## config.mk

```make
export PLATFORM = sky130hd
export DESIGN_NAME = ppm_tx
export DESIGN_NICKNAME = d
export VERILOG_FILES = /design/src/rtl/ppm_tx_pkg.sv /design/src/rtl/ppm_tick_gen.sv /design/src/rtl/ppm_chan_table.sv /design/src/rtl/ppm_frame_seq.sv /design/src/rtl/ppm_tx.sv
export SDC_FILE = /design/constraint.sdc
export NUM_CORES = 2
export LEC_CHECK = 0
export CAP_MARGIN = 5
export CORE_ASPECT_RATIO = 1.5
export CORE_MARGIN = 3
export CORE_UTILIZATION = 30
export CTS_BUF_LIST = sky130_fd_sc_hd__clkbuf_8 sky130_fd_sc_hd__clkbuf_16
export CTS_CLUSTER_DIAMETER = 200
export DETAILED_ROUTE_END_ITERATION = 10
export PLACE_DENSITY = 0.53
export SYNTH_ARGS = -nofsm -noshare
export SYNTH_HDL_FRONTEND = slang
export SYNTH_HIERARCHICAL = 1
export SYNTH_SLANG_ARGS = --single-unit
```

## constraint.sdc

```tcl
create_clock -name clk -period 30.3 [get_ports clk]
set_clock_uncertainty 0.1 [all_clocks]
set_input_delay 7.575 -clock clk [delete_from_list [all_inputs] [get_ports clk]]
set_output_delay 7.575 -clock clk [all_outputs]
set_load 0.02 [all_outputs]
```

## src/rtl/ppm_tx_pkg.sv

```systemverilog
package ppm_tx_pkg;
  typedef enum logic {
    PH_WAIT = 1'b0,
    PH_RUN  = 1'b1
  } seq_phase_e;
endpackage

```

## src/rtl/ppm_tick_gen.sv

```systemverilog
module ppm_tick_gen #(
  parameter int TICK_DIV = 2
) (
  input  logic clk,
  input  logic rst_n,
  output logic tick_en
);
  localparam int DW = (TICK_DIV > 1) ? $clog2(TICK_DIV) : 1;

  generate
    if (TICK_DIV <= 1) begin : g_full
      logic unused_q;
      always_ff @(posedge clk or negedge rst_n) begin
        if (!rst_n) unused_q <= 1'b0;
        else        unused_q <= 1'b1;
      end
      assign tick_en = 1'b1 | unused_q;
    end else begin : g_div
      logic [DW-1:0] div_q;
      always_ff @(posedge clk or negedge rst_n) begin
        if (!rst_n)                            div_q <= '0;
        else if (div_q == DW'(TICK_DIV - 1))   div_q <= '0;
        else                                   div_q <= div_q + 1'b1;
      end
      assign tick_en = (div_q == DW'(TICK_DIV - 1));
    end
  endgenerate
endmodule

```

## src/rtl/ppm_chan_table.sv

```systemverilog
module ppm_chan_table #(
  parameter int NUM_CH  = 16,
  parameter int VAL_W   = 32,
  parameter int CHW     = 5,
  parameter int MIN_VAL = 11250,
  parameter int MAX_VAL = 93750,
  parameter int DEF_VAL = 56250
) (
  input  logic                         clk,
  input  logic                         rst_n,
  input  logic                         wr_valid,
  input  logic [CHW-1:0]               wr_chan,
  input  logic [VAL_W-1:0]             wr_val,
  output logic [NUM_CH-1:0][VAL_W-1:0] tbl_o,
  output logic [CHW-1:0]               count_o,
  output logic [VAL_W-1:0]             sum_o
);
  logic                         accept;
  logic [NUM_CH-1:0][VAL_W-1:0] tbl_q;
  logic [CHW-1:0]               count_q;

  // legality filter on the incoming beat
  always_comb begin
    accept = wr_valid
           && (wr_chan != '0)
           && (wr_chan <= CHW'(NUM_CH))
           && (wr_val >= VAL_W'(MIN_VAL))
           && (wr_val <= VAL_W'(MAX_VAL));
  end

  generate
    for (genvar g = 0; g < NUM_CH; g++) begin : g_entry
      always_ff @(posedge clk or negedge rst_n) begin
        if (!rst_n)
          tbl_q[g] <= VAL_W'(DEF_VAL);
        else if (accept && (wr_chan == CHW'(g + 1)))
          tbl_q[g] <= wr_val;
      end
    end
  endgenerate

  always_ff @(posedge clk or negedge rst_n) begin
    if (!rst_n)
      count_q <= '0;
    else if (accept && (wr_chan > count_q))
      count_q <= wr_chan;
  end

  // sum of the channels that belong to the frame
  always_comb begin
    logic [VAL_W-1:0] acc;
    acc = '0;
    for (int i = 0; i < NUM_CH; i++) begin
      if (i < int'(count_q)) acc = acc + tbl_q[i];
    end
    sum_o = acc;
  end

  assign tbl_o   = tbl_q;
  assign count_o = count_q;
endmodule

```

## src/rtl/ppm_frame_seq.sv

```systemverilog
module ppm_frame_seq
  import ppm_tx_pkg::*;
#(
  parameter int NUM_CH      = 16,
  parameter int VAL_W       = 32,
  parameter int CHW         = 5,
  parameter int PULSE_TICKS = 3750,
  parameter int MIN_FRAME   = 750000,
  parameter int MIN_SPACE   = 187500,
  parameter int START_DELAY = 8
) (
  input  logic                         clk,
  input  logic                         rst_n,
  input  logic                         tick_en,
  input  logic                         marker_en,
  input  logic                         polarity,
  input  logic [NUM_CH-1:0][VAL_W-1:0] tbl_i,
  input  logic [CHW-1:0]               count_i,
  input  logic [VAL_W-1:0]             sum_i,
  output logic                         ppm_out,
  output logic                         frame_mark,
  output logic                         running_o,
  output logic [CHW-1:0]               slot_o,
  output logic [CHW-1:0]               snap_cnt_o
);
  localparam int DLY_W = (START_DELAY > 1) ? $clog2(START_DELAY) : 1;
  localparam logic [VAL_W-1:0] SHORT_LIM = VAL_W'(MIN_FRAME - MIN_SPACE);

  seq_phase_e                   phase_q;
  logic [DLY_W-1:0]             dly_q;
  logic [CHW-1:0]               slot_q;
  logic [VAL_W-1:0]             cnt_q;
  logic [NUM_CH-1:0][VAL_W-1:0] snap_tbl_q;
  logic [CHW-1:0]               snap_cnt_q;
  logic [VAL_W-1:0]             snap_sync_q;

  logic [VAL_W-1:0] sync_len;
  logic [VAL_W-1:0] period;
  logic             dly_done;
  logic             slot_end;
  logic             slot_last;
  logic             take_snap;
  logic             pulse_on;

  // sync slot length from the live table
  always_comb begin
    if (sum_i < SHORT_LIM)
      sync_len = VAL_W'(MIN_FRAME) - sum_i;
    else if (marker_en)
      sync_len = VAL_W'(PULSE_TICKS);
    else
      sync_len = VAL_W'(MIN_SPACE);
  end

  // length of the running slot from the buffered copy
  always_comb begin
    period = snap_sync_q;
    for (int i = 0; i < NUM_CH; i++) begin
      if (slot_q == CHW'(i + 1)) period = snap_tbl_q[i];
    end
  end

  assign dly_done  = (dly_q == DLY_W'(START_DELAY - 1));
  assign slot_end  = (cnt_q == period - 1'b1);
  assign slot_last = (slot_q == snap_cnt_q);
  assign take_snap = tick_en && (((phase_q == PH_WAIT) && dly_done)
                              || ((phase_q == PH_RUN) && slot_end && slot_last));

  always_ff @(posedge clk or negedge rst_n) begin
    if (!rst_n) begin
      phase_q <= PH_WAIT;
      dly_q   <= '0;
      slot_q  <= '0;
      cnt_q   <= '0;
    end else if (tick_en) begin
      case (phase_q)
        PH_WAIT: begin
          if (dly_done) begin
            phase_q <= PH_RUN;
            slot_q  <= '0;
            cnt_q   <= '0;
          end else begin
            dly_q <= dly_q + 1'b1;
          end
        end
        default: begin
          if (slot_end) begin
            cnt_q  <= '0;
            slot_q <= slot_last ? '0 : slot_q + 1'b1;
          end else begin
            cnt_q <= cnt_q + 1'b1;
          end
        end
      endcase
    end
  end

  // frame-boundary capture
  always_ff @(posedge clk or negedge rst_n) begin
    if (!rst_n) begin
      snap_tbl_q  <= '0;
      snap_cnt_q  <= '0;
      snap_sync_q <= VAL_W'(MIN_FRAME);
    end else if (take_snap) begin
      snap_tbl_q  <= tbl_i;
      snap_cnt_q  <= count_i;
      snap_sync_q <= sync_len;
    end
  end

  assign pulse_on   = (phase_q == PH_RUN) && (cnt_q < VAL_W'(PULSE_TICKS));
  assign ppm_out    = polarity ? pulse_on : !pulse_on;
  assign frame_mark = marker_en && (phase_q == PH_RUN) && (slot_q == CHW'(1));
  assign running_o  = (phase_q == PH_RUN);
  assign slot_o     = slot_q;
  assign snap_cnt_o = snap_cnt_q;
endmodule

```

## src/rtl/ppm_tx.sv

```systemverilog
module ppm_tx #(
  parameter int TICK_DIV    = 2,
  parameter int NUM_CH      = 16,
  parameter int VAL_W       = 32,
  parameter int PULSE_TICKS = 3750,
  parameter int MIN_VAL     = 11250,
  parameter int MAX_VAL     = 93750,
  parameter int DEF_VAL     = 56250,
  parameter int MIN_FRAME   = 750000,
  parameter int MIN_SPACE   = 187500,
  parameter int START_DELAY = 8,
  localparam int CHW        = $clog2(NUM_CH + 1)
) (
  input  logic             clk,
  input  logic             rst_n,
  input  logic             wr_valid,
  output logic             wr_ready,
  input  logic [CHW-1:0]   wr_chan,
  input  logic [VAL_W-1:0] wr_val,
  input  logic             marker_en,
  input  logic             polarity,
  output logic             ppm_out,
  output logic             frame_mark
);
  logic                         tick_en;
  logic [NUM_CH-1:0][VAL_W-1:0] tbl;
  logic [CHW-1:0]               chan_cnt;
  logic [VAL_W-1:0]             chan_sum;
  logic                         running;
  logic [CHW-1:0]               slot;
  logic [CHW-1:0]               snap_cnt;

  assign wr_ready = 1'b1;

  ppm_tick_gen #(.TICK_DIV(TICK_DIV)) u_tick (
    .clk     (clk),
    .rst_n   (rst_n),
    .tick_en (tick_en)
  );

  ppm_chan_table #(
    .NUM_CH (NUM_CH), .VAL_W (VAL_W), .CHW (CHW),
    .MIN_VAL(MIN_VAL), .MAX_VAL(MAX_VAL), .DEF_VAL(DEF_VAL)
  ) u_table (
    .clk      (clk),
    .rst_n    (rst_n),
    .wr_valid (wr_valid),
    .wr_chan  (wr_chan),
    .wr_val   (wr_val),
    .tbl_o    (tbl),
    .count_o  (chan_cnt),
    .sum_o    (chan_sum)
  );

  ppm_frame_seq #(
    .NUM_CH (NUM_CH), .VAL_W (VAL_W), .CHW (CHW),
    .PULSE_TICKS(PULSE_TICKS), .MIN_FRAME(MIN_FRAME),
    .MIN_SPACE(MIN_SPACE), .START_DELAY(START_DELAY)
  ) u_seq (
    .clk        (clk),
    .rst_n      (rst_n),
    .tick_en    (tick_en),
    .marker_en  (marker_en),
    .polarity   (polarity),
    .tbl_i      (tbl),
    .count_i    (chan_cnt),
    .sum_i      (chan_sum),
    .ppm_out    (ppm_out),
    .frame_mark (frame_mark),
    .running_o  (running),
    .slot_o     (slot),
    .snap_cnt_o (snap_cnt)
  );
endmodule

```

Word level (Yosys, flattened, before mapping)
Cells that the tools add are included.
- flip-flop bits (word level): 1108
- output and inout port bits: 3
- word-level logic and storage cells: 201
- bits of input ports: 42
- bitwise logic cells: 2
- order comparisons: 22
- add/sub/neg operators: 21
- reduce and logical (&&, ||, !) cells: 35
- equal/unequal tests: 36
- multiplexer cells: 45
- operator list (cell ; count):
    two-way mux 32 bit ; 36
    adder 32 bit ; 15
    == test 5 x 4 -> 1 bit, second input constant ; 16
    == test 5 x 3 -> 1 bit, second input constant ; 8
    < comparator 4 x 5 -> 1 bit, first input constant ; 8
    adder 32 x 1 -> 32 bit, second input constant ; 1
    == test 32 bit ; 1
    >= comparator 32 x 14 -> 1 bit, second input constant ; 1
    less-or-equal comparator 32 x 17 -> 1 bit, second input constant ; 1
    < comparator 32 x 12 -> 1 bit, second input constant ; 1
    < comparator 32 x 20 -> 1 bit, second input constant ; 1
    subtractor 20 x 32 -> 32 bit, first input constant ; 1
    subtractor 32 x 1 -> 32 bit, second input constant ; 1
    logical AND 1 bit ; 28
    == test 5 x 2 -> 1 bit, second input constant ; 4
    < comparator 3 x 5 -> 1 bit, first input constant ; 4
    two-way mux 5 bit ; 4
    two-way mux 18 bit ; 1
    == test 5 x 1 -> 1 bit, second input constant ; 2
    == test 5 bit, second input constant ; 2
    < comparator 1 x 5 -> 1 bit, first input constant ; 2
    < comparator 2 x 5 -> 1 bit, first input constant ; 2
    AND reduction 3 bit ; 2
    adder 5 x 1 -> 5 bit, second input constant ; 1
    other kinds (14) ; 18

Longest topological paths before layout
- word-level depth: 34
- depth in mapped cells: 136
- mapped depth without buffers: 131

Modules after synthesis
The synthesis kept the hierarchy.
- by module, submodules not included (module ; times used ; cells an instance ; area each (um^2) ; sequential area each (um^2)):
    ppm_chan_table ; 1 ; 5603 ; 47764.6 ; 13157.6
    ppm_frame_seq ; 1 ; 2778 ; 31257.5 ; 14776.7
    ppm_tick_gen ; 1 ; 2 ; 28.8 ; 25.0
    ppm_tx ; 1 ; 2 ; 11.3 ; 0.0

Worst setup path after synthesis
OpenSTA, ideal clock, no wires.
- path type: reg2reg
- start: reg u_table.count_q[0] (netlist: u_table/count_o[0])
- end: reg u_seq.snap_sync_q[11]
- path slack: 6.946 ns
- library setup time: 0.127 ns
- cell stages (with the launch flop): 127
- required time: 30.073 ns
- data arrival time: 23.126 ns
- path buffers: 6
- path through: dfrtp_1 > clkbuf_1 > inv_1 > nand2_1 > clkbuf_1 > clkbuf_1 > clkbuf_1 > and2_1 > ha_1 > inv_1 > fa_1 > inv_1 > o221ai_1 > a21boi_1 > o21ai_1 > a311o_1 > nand2b_1 > a21o_1 > [... 91 more ...] > or3_1 > o31ai_1 > xor2_1 > o22ai_1 > a21oi_1 > nand2_1 > ha_1 > nand4_1 > o22a_1 > a31o_2 > xnor2_1 > nand2_1 > xnor2_1 > nor4_1 > nand4_1 > clkbuf_1 > a21o_1 > mux2_1
- cells in the longest elaborated chain, start to end: 34
- elaborated cells on any way between the ends: 50
- classes of those cells: add/sub (16); order compare (17); mux (17)
- ends and longest elaborated chain (item ; RTL line ; RTL):
    start, declared ; ppm_chan_table.sv:20 ; logic [CHW-1:0] count_q;
    start signal, assigned ; ppm_chan_table.sv:46 ; count_q <= wr_chan;
    < comparator 1 x 5 -> 1 bit ; ppm_chan_table.sv:54 ; if (i < int'(count_q)) acc = acc + tbl_q[i];
    two-way mux 32 bit ; ppm_chan_table.sv:54 ;
    adder 32 bit ; ppm_chan_table.sv:54 ;
    two-way mux 32 bit ; ppm_chan_table.sv:54 ;
    adder 32 bit ; ppm_chan_table.sv:54 ;
    two-way mux 32 bit ; ppm_chan_table.sv:54 ;
    adder 32 bit ; ppm_chan_table.sv:54 ;
    two-way mux 32 bit ; ppm_chan_table.sv:54 ;
    [... 19 more ...] ; - ;
    two-way mux 32 bit ; ppm_chan_table.sv:54 ;
    adder 32 bit ; ppm_chan_table.sv:54 ;
    two-way mux 32 bit ; ppm_chan_table.sv:54 ;
    adder 32 bit ; ppm_chan_table.sv:54 ;
    two-way mux 32 bit * ; ppm_chan_table.sv:54 ;
    via chan_sum[31] ; ppm_tx.sv:28 ; logic [VAL_W-1:0] chan_sum;
    < comparator 32 x 20 -> 1 bit * ; ppm_frame_seq.sv:47 ; if (sum_i < SHORT_LIM)
    two-way mux 32 bit * ; ppm_frame_seq.sv:47 ;
    end signal, assigned ; ppm_frame_seq.sv:103 ; snap_sync_q <= VAL_W'(MIN_FRAME);
    end signal, assigned ; ppm_frame_seq.sv:107 ; snap_sync_q <= sync_len;
    end, declared ; ppm_frame_seq.sv:35 ; logic [VAL_W-1:0] snap_sync_q;
The timed path passes the listed nets; every way through them passes the cells marked *.
A chain may end at the register's enable or synchronous reset.

Worst setup path in the final report
- start: reg u_table.count_q[2] (netlist: u_table/count_o[2])
- end: reg u_seq.snap_sync_q[15]
The elaborated chain is that of the path after synthesis.

==> metrics.txt <==
outcome finished with violations; failing checks design-rule violations, max-capacitance violations, max-slew violations; period utilization 95.5%; drt first pass iters 11; Seq/Total Area, Yosys 35.4%; Skew-Pair Late Insertion Delay 0.81 ns; Worst Setup End Kind flop; Die Y 635 um; most frequent CP cell ha_1; drt wl/cell 32.8 um; Root Buffer clkbuf_16; total number of vias 71,500; H-Tree Depth 3; final wirelength 391,000 um; routed vias/inst 6.00; hold-fix buffer count after cts 0; max incr delay on CP 1.07 ns; Leak 0.0432 uW; WP data required 30.87 ns; HPWL after detailed placement 299,000 um; port bufs 43; gr usage total 28.1%; Crit-path slowest cell o21ai_0; area occupied by multi-input gates 48,600 um^2; setup_tns 0 ns; critical path fanouts, max 16; Post-synth EDFFs 0; final non-filler cell total 11,900; Mapped Avg Cell Area 9.43 um^2; register area 28,000 um^2; share of layout cells above drive strength 1 13.3%; flop and latch count out of synthesis 1,108; # IOs 45; Rel. slew slack -1.27%; min Tclk post-route 28.95 ns; largest net degree at the start of global routing 153; Inserted Clock Buffers 119; Crit Path Category reg2reg; TritonCTS Sinks 1,108; remaining global-route overflow 0; synthesis-to-layout area growth 11.4%; MaxCap Viol Count 3; Initial Utilization 30.2%; GPL Wtd Cong 1.04; Final Hold Slack 0.377 ns; worst min-delay path category reg2reg; placed instance count 11,700; clk slew on worst S/H paths 0.07 ns; initial antenna violation count 33; first-pass GRT wire length 540,000 um; critical path arrival 29.52 ns; synth unique cells 118; final setup vio count 0; fill count 27,000; DRC viols 1; Hold Fails Final Rpt 0; yosys warns 6; ANT nets after route 0; FFs w/ async S/R, synth 100%; die width 425 um; utilization after layout 33.6%; deepest clock path buffer count 3; syn_nets 8,945; startpoint class of the critical path flop; DIE AREA 270,000 um^2; Max Slew Vio Count 2; fin nets 8,880; Power Dens Cells 36.4 nW/um^2; worst-margin pin slew 1.50 ns; CTS tree yes; Main synth FF type dfrtp_1; Syn Inst Count 8,385; Max VDD drop 48.6 uV; mapped cell area 79,100 um^2; Iteration-0 DRC Markers 8,154; row count 230; Core Area 262,000 um^2; vias in the first global route 69,600; fmax 34.5 MHz
## metal layers
layer  vias to the layer above  track usage (%)  part of all wire, %
met5                         -                0                0.010
met4                         6             25.5                   11
met3                      1198             4.76                  7.4
met2                      3785             45.1                   45
met1                     36000             31.9                   36
li1                      30600                -                    -
## state kept, by name, indices dropped and copies added (netlist names)
signal / cells
u_seq/running_o: 1
u_table/tbl_o: 512
u_seq/cnt_q: 32
u_seq/snap_tbl_q: 512
u_seq/slot_o: 5
u_tick/tick_en: 1
u_seq/snap_sync_q: 32
u_seq/snap_cnt_o: 5
u_seq/dly_q: 3
u_table/count_o: 5
## path summary, 6_finish.rpt
path / from / end / slack [ns] / cells after the start
min in group asynchronous: rst_n / u_table/tbl_o[475]$_DFFE_PN0P_ / 6.70 / 1
worst max register to register: u_table/count_o[2]$_DFFE_PN0P_ / u_seq/snap_sync_q[15]$_DFFE_PN0P_ / 1.35 / 124
worst max-delay path: u_table/count_o[2]$_DFFE_PN0P_ / u_seq/snap_sync_q[15]$_DFFE_PN0P_ / 1.35 / 124
worst min register to register: u_seq/dly_q[0]$_DFFE_PN0P_ / u_seq/dly_q[0]$_DFFE_PN0P_ / 0.38 / 1
max in group asynchronous: rst_n / u_table/tbl_o[138]$_DFFE_PN0P_ / 18.11 / 7
worst min-delay path: u_seq/dly_q[0]$_DFFE_PN0P_ / u_seq/dly_q[0]$_DFFE_PN0P_ / 0.38 / 1
## cells by family (layout without fill, tap and decap cells)
| kind of cell | after synthesis | after routing | synth area share [%] |
|---|---|---|---|
| AND/OR/NAND/NOR | 2466 | 2467 | 15.7 |
| AO/OA/AOI/OAI | 2312 | 2312 | 19.3 |
| flip-flops | 1108 | 1108 | 35.4 |
| multiplexers | 887 | 887 | 12.6 |
| buffers and inverters | 662 | 702 | 3.78 |
| adder cells (fa/ha/maj) | 519 | 519 | 8.35 |
| XOR/XNOR | 430 | 430 | 4.83 |
| other | 1 | 24 | 0.00474 |
## critical path, delay by kind of cell, from the launching register on
| kind | cells | cell delay [ns] |
|---|---|---|
| DFF | 1 | 0.36 |
| muxes | 1 | 0.30 |
| xor gates and xnor gates | 11 | 1.94 |
| AOI/OAI and AO/OA | 49 | 12.18 |
| buffers and inverters | 9 | 1.30 |
| and+or+nand+nor | 38 | 7.28 |
| adders and majority gates | 16 | 5.31 |
## synth_stat cells (all sizes together) (35+ instances only)
master  number  area [um^2]
dfrtp      922        23100
and2       152          951
nor2       515         1940
nand2b      91          569
nand3      166          843
a211oi      79          603
o21a       128          961
mux2i       45          450
xor2       165         1450
or3         63          394
o21ai      480         2410
nor2b      243         1520
inv        243          912
mux2       842         9490
a21boi      44          330
nand2      728         2730
o22ai       53          332
nor4        43          275
clkbuf     265          996
a21o       231         1730
buf        149         1060
nor3       142          753
a31oi      104          651
o211ai      86          646
ha         503         6290
xnor2      261         2290
and3        71          444
nand4       62          388
o221ai      36          315
dfstp      186         4890
o31ai       52          390
o21bai      49          368
a21oi      557         2800
a22oi       35          263
## layout make-up
class / instances / share of cell area (%)
clock inverters: 93 / 1.27
inverters: 248 / 1.06
diodes: 23 / 0.0653
clock buffers: 134 / 3.64
well taps: 3480 / 4.94
flip-flops and latches: 1108 / 31.7
multi-input cells: 6616 / 55.2
repair buffers: 227 / 2.09
## report_power, final
part | switching [uW] | internal, uW | total [uW] | leakage [uW]
clock network | 712 | 942 | 1650 | 0.00215
logic | 64.3 | 11.2 | 75.5 | 0.0264
registers | 0.407 | 1480 | 1480 | 0.0147
total | 777 | 2430 | 3210 | 0.0432
## stage by stage
stage | total power [uW] | setup slack, ns | instance area, um^2
after floorplan | 1520 | 6.95 | 79100
after global placement | 1580 | 0.976 | 83600
after detailed placement | 1580 | 0.936 | 83600
after CTS | 3240 | 0.837 | 88000
after global routing | 3290 | -0.0379 | 88100
final | 3210 | 1.35 | 88100
## repair_timing
item	4_1_cts	5_1_grt
endpoints found under the setup margin	0	20
resized for setup	0	12
setup buffers	0	1
## layout by cell type (no fill, tap or decap), types with 186 or more instances in the layout
cell / netlist / layout
dfrtp_1: 922 / 918
nand2_1: 728 / 726
a21oi_1: 554 / 546
nor2_1: 513 / 500
ha_1: 503 / 498
mux2_1: 490 / 490
o21ai_0: 457 / 453
mux2_2: 349 / 349
xnor2_1: 261 / 261
inv_1: 242 / 258
nor2b_1: 243 / 243
a21o_1: 231 / 231
dfstp_2: 186 / 186
No activity file was read; power rests on OpenSTA's default activity.
